===== src/rtl/cst_pkg.sv =====
package cst_pkg;
  typedef enum logic [1:0] {
    CST_C0 = 2'd0,
    CST_C1 = 2'd1,
    CST_C2 = 2'd2
  } cst_state_e;
endpackage


===== src/rtl/cst_break_detect.sv =====
module cst_break_detect #(
  parameter int NUM_IRQ    = 24,
  parameter int LEGACY_IRQ = 16
) (
  input  logic               clk,
  input  logic               rst_n,
  input  logic               apic_mode_i,
  input  logic [NUM_IRQ-1:0] irq_i,
  input  logic [NUM_IRQ-1:0] irq_mask_i,
  input  logic               sci_i,
  input  logic               sci_mask_i,
  input  logic               nmi_smi_req_i,
  input  logic               nmi_smi_en_i,
  input  logic               init_req_i,
  input  logic               init_en_i,
  input  logic               pbe_i,
  input  logic               pbe_brk_en_i,
  output logic               break_o
);
  logic [NUM_IRQ-1:0] irq_q;
  logic [NUM_IRQ-1:0] line_en;
  logic               sci_q;
  logic               irq_evt;
  logic               sci_evt;

  // Lines at or above LEGACY_IRQ exist only in APIC mode
  for (genvar gi = 0; gi < NUM_IRQ; gi++) begin : g_line
    if (gi < LEGACY_IRQ) begin : g_legacy
      assign line_en[gi] = 1'b1;
    end else begin : g_apic
      assign line_en[gi] = apic_mode_i;
    end
  end

  // Previous-cycle copies for edge detection
  always_ff @(posedge clk or negedge rst_n) begin
    if (!rst_n) begin
      irq_q <= '0;
      sci_q <= 1'b0;
    end else begin
      irq_q <= irq_i;
      sci_q <= sci_i;
    end
  end

  always_comb begin
    irq_evt = |(irq_i & ~irq_q & ~irq_mask_i & line_en);
    sci_evt = sci_i & ~sci_q & ~sci_mask_i;
    break_o = irq_evt | sci_evt
            | (nmi_smi_req_i & nmi_smi_en_i)
            | (init_req_i & init_en_i)
            | (pbe_i & pbe_brk_en_i);
  end
endmodule


===== src/rtl/cst_fsm.sv =====
module cst_fsm
  import cst_pkg::*;
(
  input  logic       clk,
  input  logic       rst_n,
  input  logic       halt_i,
  input  logic       lvl2_rd_i,
  input  logic       break_i,
  output cst_state_e state_o,
  output logic       stpclk_n_o
);
  cst_state_e state_q, state_d;
  logic       stpclk_n_q, stpclk_n_d;

  always_comb begin
    state_d = state_q;
    unique case (state_q)
      CST_C0: begin
        if (lvl2_rd_i && !break_i) state_d = CST_C2;
        else if (halt_i)           state_d = CST_C1;
      end
      CST_C1: if (!halt_i)  state_d = CST_C0;
      CST_C2: if (break_i)  state_d = CST_C0;
      default:              state_d = CST_C0;
    endcase
    stpclk_n_d = (state_d != CST_C2);
  end

  always_ff @(posedge clk or negedge rst_n) begin
    if (!rst_n) begin
      state_q    <= CST_C0;
      stpclk_n_q <= 1'b1;
    end else begin
      state_q    <= state_d;
      stpclk_n_q <= stpclk_n_d;
    end
  end

  assign state_o    = state_q;
  assign stpclk_n_o = stpclk_n_q;

  a_r3_enter_c2: assert property (@(posedge clk) disable iff (!rst_n)
    (state_q == CST_C0 && lvl2_rd_i && !break_i) |=> (state_q == CST_C2 && !stpclk_n_q));
  a_r4_fall_after_read: assert property (@(posedge clk) disable iff (!rst_n)
    $fell(stpclk_n_q) |-> $past(lvl2_rd_i));
  a_r4_rise_after_break: assert property (@(posedge clk) disable iff (!rst_n)
    $rose(stpclk_n_q) |-> $past(break_i));
  a_r5_exit_c2: assert property (@(posedge clk) disable iff (!rst_n)
    (state_q == CST_C2 && break_i) |=> (state_q == CST_C0 && stpclk_n_q));
  a_r10_c1_holds: assert property (@(posedge clk) disable iff (!rst_n)
    (state_q == CST_C1 && halt_i) |=> (state_q == CST_C1));
  a_r11_race_cancels: assert property (@(posedge clk) disable iff (!rst_n)
    (state_q == CST_C0 && lvl2_rd_i && break_i) |=> stpclk_n_q);
endmodule


===== src/rtl/cstate_clk_ctl.sv =====
module cstate_clk_ctl
  import cst_pkg::*;
#(
  parameter int NUM_IRQ    = 24,
  parameter int LEGACY_IRQ = 16,
  parameter int DATA_W     = 8
) (
  input  logic               clk,
  input  logic               rst_n,
  input  logic               halt_i,
  input  logic               lvl2_rd_i,
  output logic [DATA_W-1:0]  rd_data_o,
  input  logic               apic_mode_i,
  input  logic [NUM_IRQ-1:0] irq_i,
  input  logic [NUM_IRQ-1:0] irq_mask_i,
  input  logic               sci_i,
  input  logic               sci_mask_i,
  input  logic               nmi_smi_req_i,
  input  logic               nmi_smi_en_i,
  input  logic               init_req_i,
  input  logic               init_en_i,
  input  logic               pbe_i,
  input  logic               pbe_brk_en_i,
  output logic [1:0]         state_o,
  output logic               stpclk_n_o
);
  logic [1:0] rst_sync_q;
  logic       rst_int_n;
  logic       brk;
  cst_state_e st;

  // Asynchronous assert, synchronous release
  always_ff @(posedge clk or negedge rst_n) begin
    if (!rst_n) rst_sync_q <= 2'b00;
    else        rst_sync_q <= {rst_sync_q[0], 1'b1};
  end
  assign rst_int_n = rst_sync_q[1];

  cst_break_detect #(
    .NUM_IRQ    (NUM_IRQ),
    .LEGACY_IRQ (LEGACY_IRQ)
  ) u_brk (
    .clk           (clk),
    .rst_n         (rst_int_n),
    .apic_mode_i   (apic_mode_i),
    .irq_i         (irq_i),
    .irq_mask_i    (irq_mask_i),
    .sci_i         (sci_i),
    .sci_mask_i    (sci_mask_i),
    .nmi_smi_req_i (nmi_smi_req_i),
    .nmi_smi_en_i  (nmi_smi_en_i),
    .init_req_i    (init_req_i),
    .init_en_i     (init_en_i),
    .pbe_i         (pbe_i),
    .pbe_brk_en_i  (pbe_brk_en_i),
    .break_o       (brk)
  );

  cst_fsm u_fsm (
    .clk        (clk),
    .rst_n      (rst_int_n),
    .halt_i     (halt_i),
    .lvl2_rd_i  (lvl2_rd_i),
    .break_i    (brk),
    .state_o    (st),
    .stpclk_n_o (stpclk_n_o)
  );

  assign state_o   = st;
  // Level-2 register reads as zero
  assign rd_data_o = '0;
endmodule


===== config.mk =====
export PLATFORM = sky130hd
export DESIGN_NAME = cstate_clk_ctl
export DESIGN_NICKNAME = d
export VERILOG_FILES = /design/src/rtl/cst_pkg.sv /design/src/rtl/cst_break_detect.sv /design/src/rtl/cst_fsm.sv /design/src/rtl/cstate_clk_ctl.sv
export SDC_FILE = /design/constraint.sdc
export NUM_CORES = 1
export LEC_CHECK = 0
export BUFFER_PORTS_ARGS = -buffer_cell sky130_fd_sc_hd__buf_2
export CAP_MARGIN = 20
export CORE_ASPECT_RATIO = 2
export CORE_UTILIZATION = 30
export DETAILED_ROUTE_END_ITERATION = 8
export SLEW_MARGIN = 10
export SYNTH_ARGS = -nofsm -noshare
export SYNTH_HDL_FRONTEND = slang
export SYNTH_SLANG_ARGS = --single-unit

===== constraint.sdc =====
create_clock -name clk -period 1.3 [get_ports clk]
set_clock_uncertainty 0.1 [all_clocks]
set_input_delay 0.13 -clock clk [delete_from_list [all_inputs] [get_ports clk]]
set_output_delay 0.13 -clock clk [all_outputs]
set_load 0.1 [all_outputs]

# Yosys cells after proc, flatten, opt, wreduce, memory -nomap -nowiden
# Cells that the tools add are included.
[totals]
register_bits = 30
in_bits = 61
out_inout_bits = 11
wordCells = 33
[classes]
n_eq_ne = 3
mux = 5
bitwise_logic = 16
reduce_logical = 4
[op_table]
columns = ["cell", "count"]
rows = [
  ["$and 24x24->24", 3],
  ["$not 24->24", 2],
  ["$reduce_or 24->1", 1],
  ["$mux 2", 4],
  ["$pmux 2 s3", 1],
  ["$and 1x1->1", 5],
  ["$or 1x1->1", 4],
  ["$eq 2x1->1 const B", 1],
  ["$eq 2x2->1 const B", 1],
  ["$logic_not 2->1", 1],
  ["$ne 2x2->1 const B", 1],
  ["$not 1->1", 2],
  ["$logic_and 1x1->1", 1],
  ["$logic_not 1->1", 1],
]

# Longest topological paths before layout
[logic_depth]
word_depth = 14
depth_mapped = 5
mapped_depth_nobuf = 5

# Cells and area by module
# From an unflattened synthesis, not the netlist that was laid out.
[hier_totals]
hier_cells = 87
area_unflattened_um2 = 1103.6
[by_module_without_submodules]
columns = ["module", "n_inst", "cells_per_inst", "area_each_um2", "seq_area_each_um2"]
rows = [
  ["cst_break_detect", 1, 67, 872.1, 625.6],
  ["cstate_clk_ctl", 1, 12, 117.6, 50.0],
  ["cst_fsm", 1, 8, 113.9, 76.3],
]

# Worst setup path after synthesis
# No wires, ideal clock.
[synth_path]
path_type = "reg2reg"
from = "reg u_fsm.state_q[0] (netlist: u_fsm.state_o[0])"
to = "reg u_fsm.state_q[0] (netlist: u_fsm.state_o[0])"
setup_ns = 0.173
t_arrival_ns = 1.562
t_required_ns = 1.027
slack_ns = -0.535
stages_incl_launch_ff = 5
n_path_buf = 0
period_less_slack_ns = 1.835
cell_sequence = "dfrtp_1 a21oi_1 nand2_2 a2111oi_4 a311oi_1"
[synth_between]
elab_chain_cells = 3
elab_cells_between_ends = 8
classes_between = "eq/ne: 2; mux: 5; reduce/logical: 1"
[synth_lines]
columns = ["item", "line_no", "source"]
rows = [
  ["start, declared", "cst_fsm.sv:12", "cst_state_e state_q, state_d;"],
  ["start signal, assigned", "cst_fsm.sv:34", "state_q <= state_d;"],
  ["$mux 2", "cst_fsm.sv:20", "else if (halt_i) state_d = CST_C1;"],
  ["$mux 2", "cst_fsm.sv:19", "if (lvl2_rd_i && !break_i) state_d = CST_C2;"],
  ["$pmux 2 s3 *", "cst_fsm.sv:17", "unique case (state_q)"],
  ["named net u_fsm.state_d[0]", "cst_fsm.sv:12", ""],
]
# The timed path passes the listed nets; every way through them passes the cells marked *.

# Worst setup path in the final report
[layout_path]
from = "reg u_brk.irq_q[5]"
to = "reg u_fsm.state_q[0] (netlist: u_fsm.state_o[0])"
[layout_between]
elab_chain_cells = 13
elab_cells_between_ends = 14
classes_between = "mux: 3; bitwise: 8; reduce/logical: 3"
[layout_lines]
columns = ["item", "line_no", "source"]
rows = [
  ["start, declared", "cst_break_detect.sv:20", "logic [NUM_IRQ-1:0] irq_q;"],
  ["start signal, assigned", "cst_break_detect.sv:41", "irq_q <= irq_i;"],
  ["$not 24->24 *", "cst_break_detect.sv:47", "irq_evt = |(irq_i & ~irq_q & ~irq_mask_i & line_en);"],
  ["$and 24x24->24 * (3 in a row)", "cst_break_detect.sv:47", ""],
  ["$reduce_or 24->1 *", "cst_break_detect.sv:47", ""],
  ["$or 1x1->1 *", "cst_break_detect.sv:49", "break_o = irq_evt | sci_evt"],
  ["$or 1x1->1 *", "cst_break_detect.sv:50", "| (nmi_smi_req_i & nmi_smi_en_i)"],
  ["$or 1x1->1 *", "cst_break_detect.sv:51", "| (init_req_i & init_en_i)"],
  ["$or 1x1->1 *", "cst_break_detect.sv:52", "| (pbe_i & pbe_brk_en_i);"],
  ["$logic_not 1->1", "cst_fsm.sv:19", ""],
  ["$logic_and 1x1->1", "cst_fsm.sv:19", ""],
  ["$mux 2", "cst_fsm.sv:19", ""],
  ["$pmux 2 s3 *", "cst_fsm.sv:17", ""],
  ["named net u_fsm.state_d[0]", "cst_fsm.sv:12", ""],
]
# Marks and branches as above.

==> flow_metrics.tcl <==
set metrics [dict create \
    num_antenna_cells 0 \
    layout.cells.non_filler 238 \
    grt_pass1_vias 1100 \
    crit_arrival_ns 1.40 \
    hold_class "input pin to register" \
    failed_checks "negative setup slack" \
    drt_iter0_drc 13 \
    ios 72 \
    syn_inst 88 \
    setup.worst_path.end_class "register" \
    powerDensity_nw_per_um2 1100 \
    rows 31 \
    finalSetupViolations 3 \
    synth_compound_area_frac 0.125 \
    reg2reg_slack_ns -0.06 \
    cp_cell_sequence "nor2_1 > a221o_1 > a211oi_2 > a311oi_1" \
    status "finished, violations left" \
    drive_gt1_frac 0.450 \
    area_delta_synth_final_pct 71.0 \
    drt_wl_total_mm 2.79 \
    dp_hpwl_mm 2.08 \
    min_period_over_period 1.05 \
    critPathKind "register to register" \
    grt_antenna_before_repair 0 \
    via_per_inst 4.27 \
    yosysUniqueCellTypes 19 \
    hold_viol 0 \
    ys_ff_latch 30 \
    clkTransAtPathRegs_ns 0.06 \
    layout_setup_ws_ns -0.0631 \
    synthSimpleGateAreaFrac 0.156 \
    die_h_um 89.4 \
    nets 249 \
    drv_cap 0 \
    cts.sinks 30 \
    crit_path_max_incr_delay_ns 0.36 \
    reg2reg_to "u_fsm.state_o[0]" \
    finalWeightedCongestion 0.755 \
    crit_path_start_kind "register" \
    root_buffer "clkbuf_8" \
    synthMuxAreaShare 0 \
    vias 1017 \
    p_leak_uw 0.000930 \
    hold_end "u_fsm.stpclk_n_o" \
    cts_setup_buffers 0 \
    ir_drop_mv 0.889 \
    r2r_start "u_brk.irq_q[5]" \
    placedCellCount 202 \
    clockBufferDepth 2 \
    postRouteAntennaNets 0 \
    rsz0062_at_grt "true" \
    core_area_um2 3650 \
    cts_buffers 5 \
    die_w_um 45.7 \
    power.total_uw 2160 \
    synth.avg_cell_area_um2 13.0 \
    ys_seq_area_frac 0.657 \
    grt_overflow_total 0 \
    stdcell_area_um2 1960 \
    synth_top_family_by_area "simple AND/OR/NAND/NOR gates" \
    post-place-ws_ns -0.0762 \
    synth-xor-area-share 0 \
    fillers 342 \
    port_buffers 63 \
    cpMaxStageDelayCell "a221o_1" \
    synth_fa_ha_area_frac 0 \
    grt_usage 0.164 \
    drc 0 \
    min_from "apic_mode_i" \
    drv_slew 0 \
    grt_pass1_wl_mm 4.59 \
    drt_first_pass_iters 2 \
    reg2regPathDepth 4 \
    max_freq_mhz 734 \
    yosys_warnings 0 \
    place_area_um2 1580 \
    min_period_ns 1.36 \
    h-tree-depth 2 \
    dieArea_um2 4080 \
    required_ns 1.34 \
    timing.hold.worst_path_depth 3 \
    cts_tree "yes" \
    routedWlPerCell_um 11.7 \
    grt_max_degree 21 \
    start_util 0.314 \
    clk_latency_ns 0.28 \
    cp_max_fo 3 \
    synth_area_um2 1140 \
]
[where the power goes]
| part | switching (uW) | internal [uW] |
|---|---|---|
| registers | 20.9 | 980 |
| clock network | 331 | 426 |
| logic | 223 | 180 |
[synthesized netlist by cell type, drive strengths merged]
library cell | number | area [um2]
a221o | 1 | 10.0
conb | 2 | 7.51
nand2 | 2 | 12.5
nor2 | 17 | 63.8
dfstp | 1 | 26.3
inv | 1 | 3.75
dfrtp | 29 | 726
a2111oi | 1 | 27.5
a311oi | 1 | 8.76
o211a | 1 | 10.0
a211oi | 1 | 12.5
nor3b | 12 | 90.1
nand4 | 2 | 12.5
o211ai | 1 | 7.51
buf | 8 | 60.1
a22oi | 5 | 47.5
a21oi | 3 | 18.8
[sequential cells by signal, summed over array words and instances (netlist names)]
register / flops
rst_sync_q: 2
u_fsm.state_o: 2
u_brk.irq_q: 24
u_brk.sci_q: 1
u_fsm.stpclk_n_o: 1
[how the worst max path moves through the flow]
| stage | endpoint | slack, ns | start |
|---|---|---|---|
| floorplan | u_fsm.state_o[0] | -0.22 | u_fsm.state_o[0] |
| global placement | u_fsm.state_o[0] | -0.04 | u_brk.irq_q[9] |
| detailed placement | u_fsm.state_o[0] | -0.08 | u_brk.irq_q[9] |
| CTS | u_fsm.state_o[0] | -0.07 | u_fsm.state_o[0] |
| global route | u_fsm.state_o[0] | -0.16 | u_fsm.state_o[0] |
| finish | u_fsm.state_o[0] | -0.06 | u_brk.irq_q[5] |
[cells in the final DEF, fill, tap and decap left out, types with 2 or more instances in the layout]
cell type and count:
nand2_2 2, buf_12 4, nand4_1 2, dlygate4sd3_1 28, conb_1 9, clkbuf_8 6, a22oi_1 3, buf_2 60
nor2_1 16, dfrtp_1 28, a21oi_2 2, a22oi_2 2, nor3b_1 11
[layer usage]
| metal | vias to the layer above | part of all wire | global-route usage |
|---|---|---|---|
| met5 | - | 0 | 0 |
| met4 | 0 | 0.031 | 0.110 |
| met3 | 9 | 0.057 | 0.0465 |
| met2 | 45 | 0.58 | 0.296 |
| met1 | 472 | 0.33 | 0.148 |
| li1 | 491 | - | - |
[worst max-delay path, delay by kind of cell (launching register included)]
family / cells / cell delay, ns
AND/OR/NAND/NOR: 1 / 0.04
flip-flops: 1 / 0.33
AO/OA/AOI/OAI: 3 / 0.76
[logic make-up after synthesis]
logic type | count (synthesis)
AND/OR/NAND/NOR | 33
other | 2
buffers and inverters | 9
flip-flops | 30
AO/OA/AOI/OAI | 14
[cell type report]
| class | instances | area [um2] | share of cell area |
|---|---|---|---|
| Inverter | 1 | 3.75 | 0.00192 |
| Clock buffer | 7 | 86.3 | 0.0441 |
| Sequential cell | 30 | 756 | 0.386 |
| Tap cell | 49 | 61.3 | 0.0313 |
| Clock inverter | 1 | 5.00 | 0.00256 |
| Multi-Input combinational cell | 56 | 367 | 0.187 |
| Timing Repair Buffer | 94 | 679 | 0.347 |
[timing repair]
| item | 4_1_cts | 5_1_grt |
|---|---|---|
| endpoints found under the hold margin | 29 | 0 |
| pin swaps | 8 | 5 |
| hold buffers | 28 | 0 |
| setup endpoints to repair | 3 | 4 |
| resized for setup | 0 | 3 |
[through the flow]
step,utilization,hold WS [ns],TNS [ns]
6_report,0.537,0.0225,-0.126
2_1_floorplan,-,-0.266,-0.563
3_5_place_dp,0.432,-0.183,-0.177
4_1_cts,0.534,0.0137,-0.150
3_3_place_gp,0.432,-0.183,-0.0671
5_1_grt,0.537,0.0362,-0.447
No activity file was read; power rests on OpenSTA's default activity.
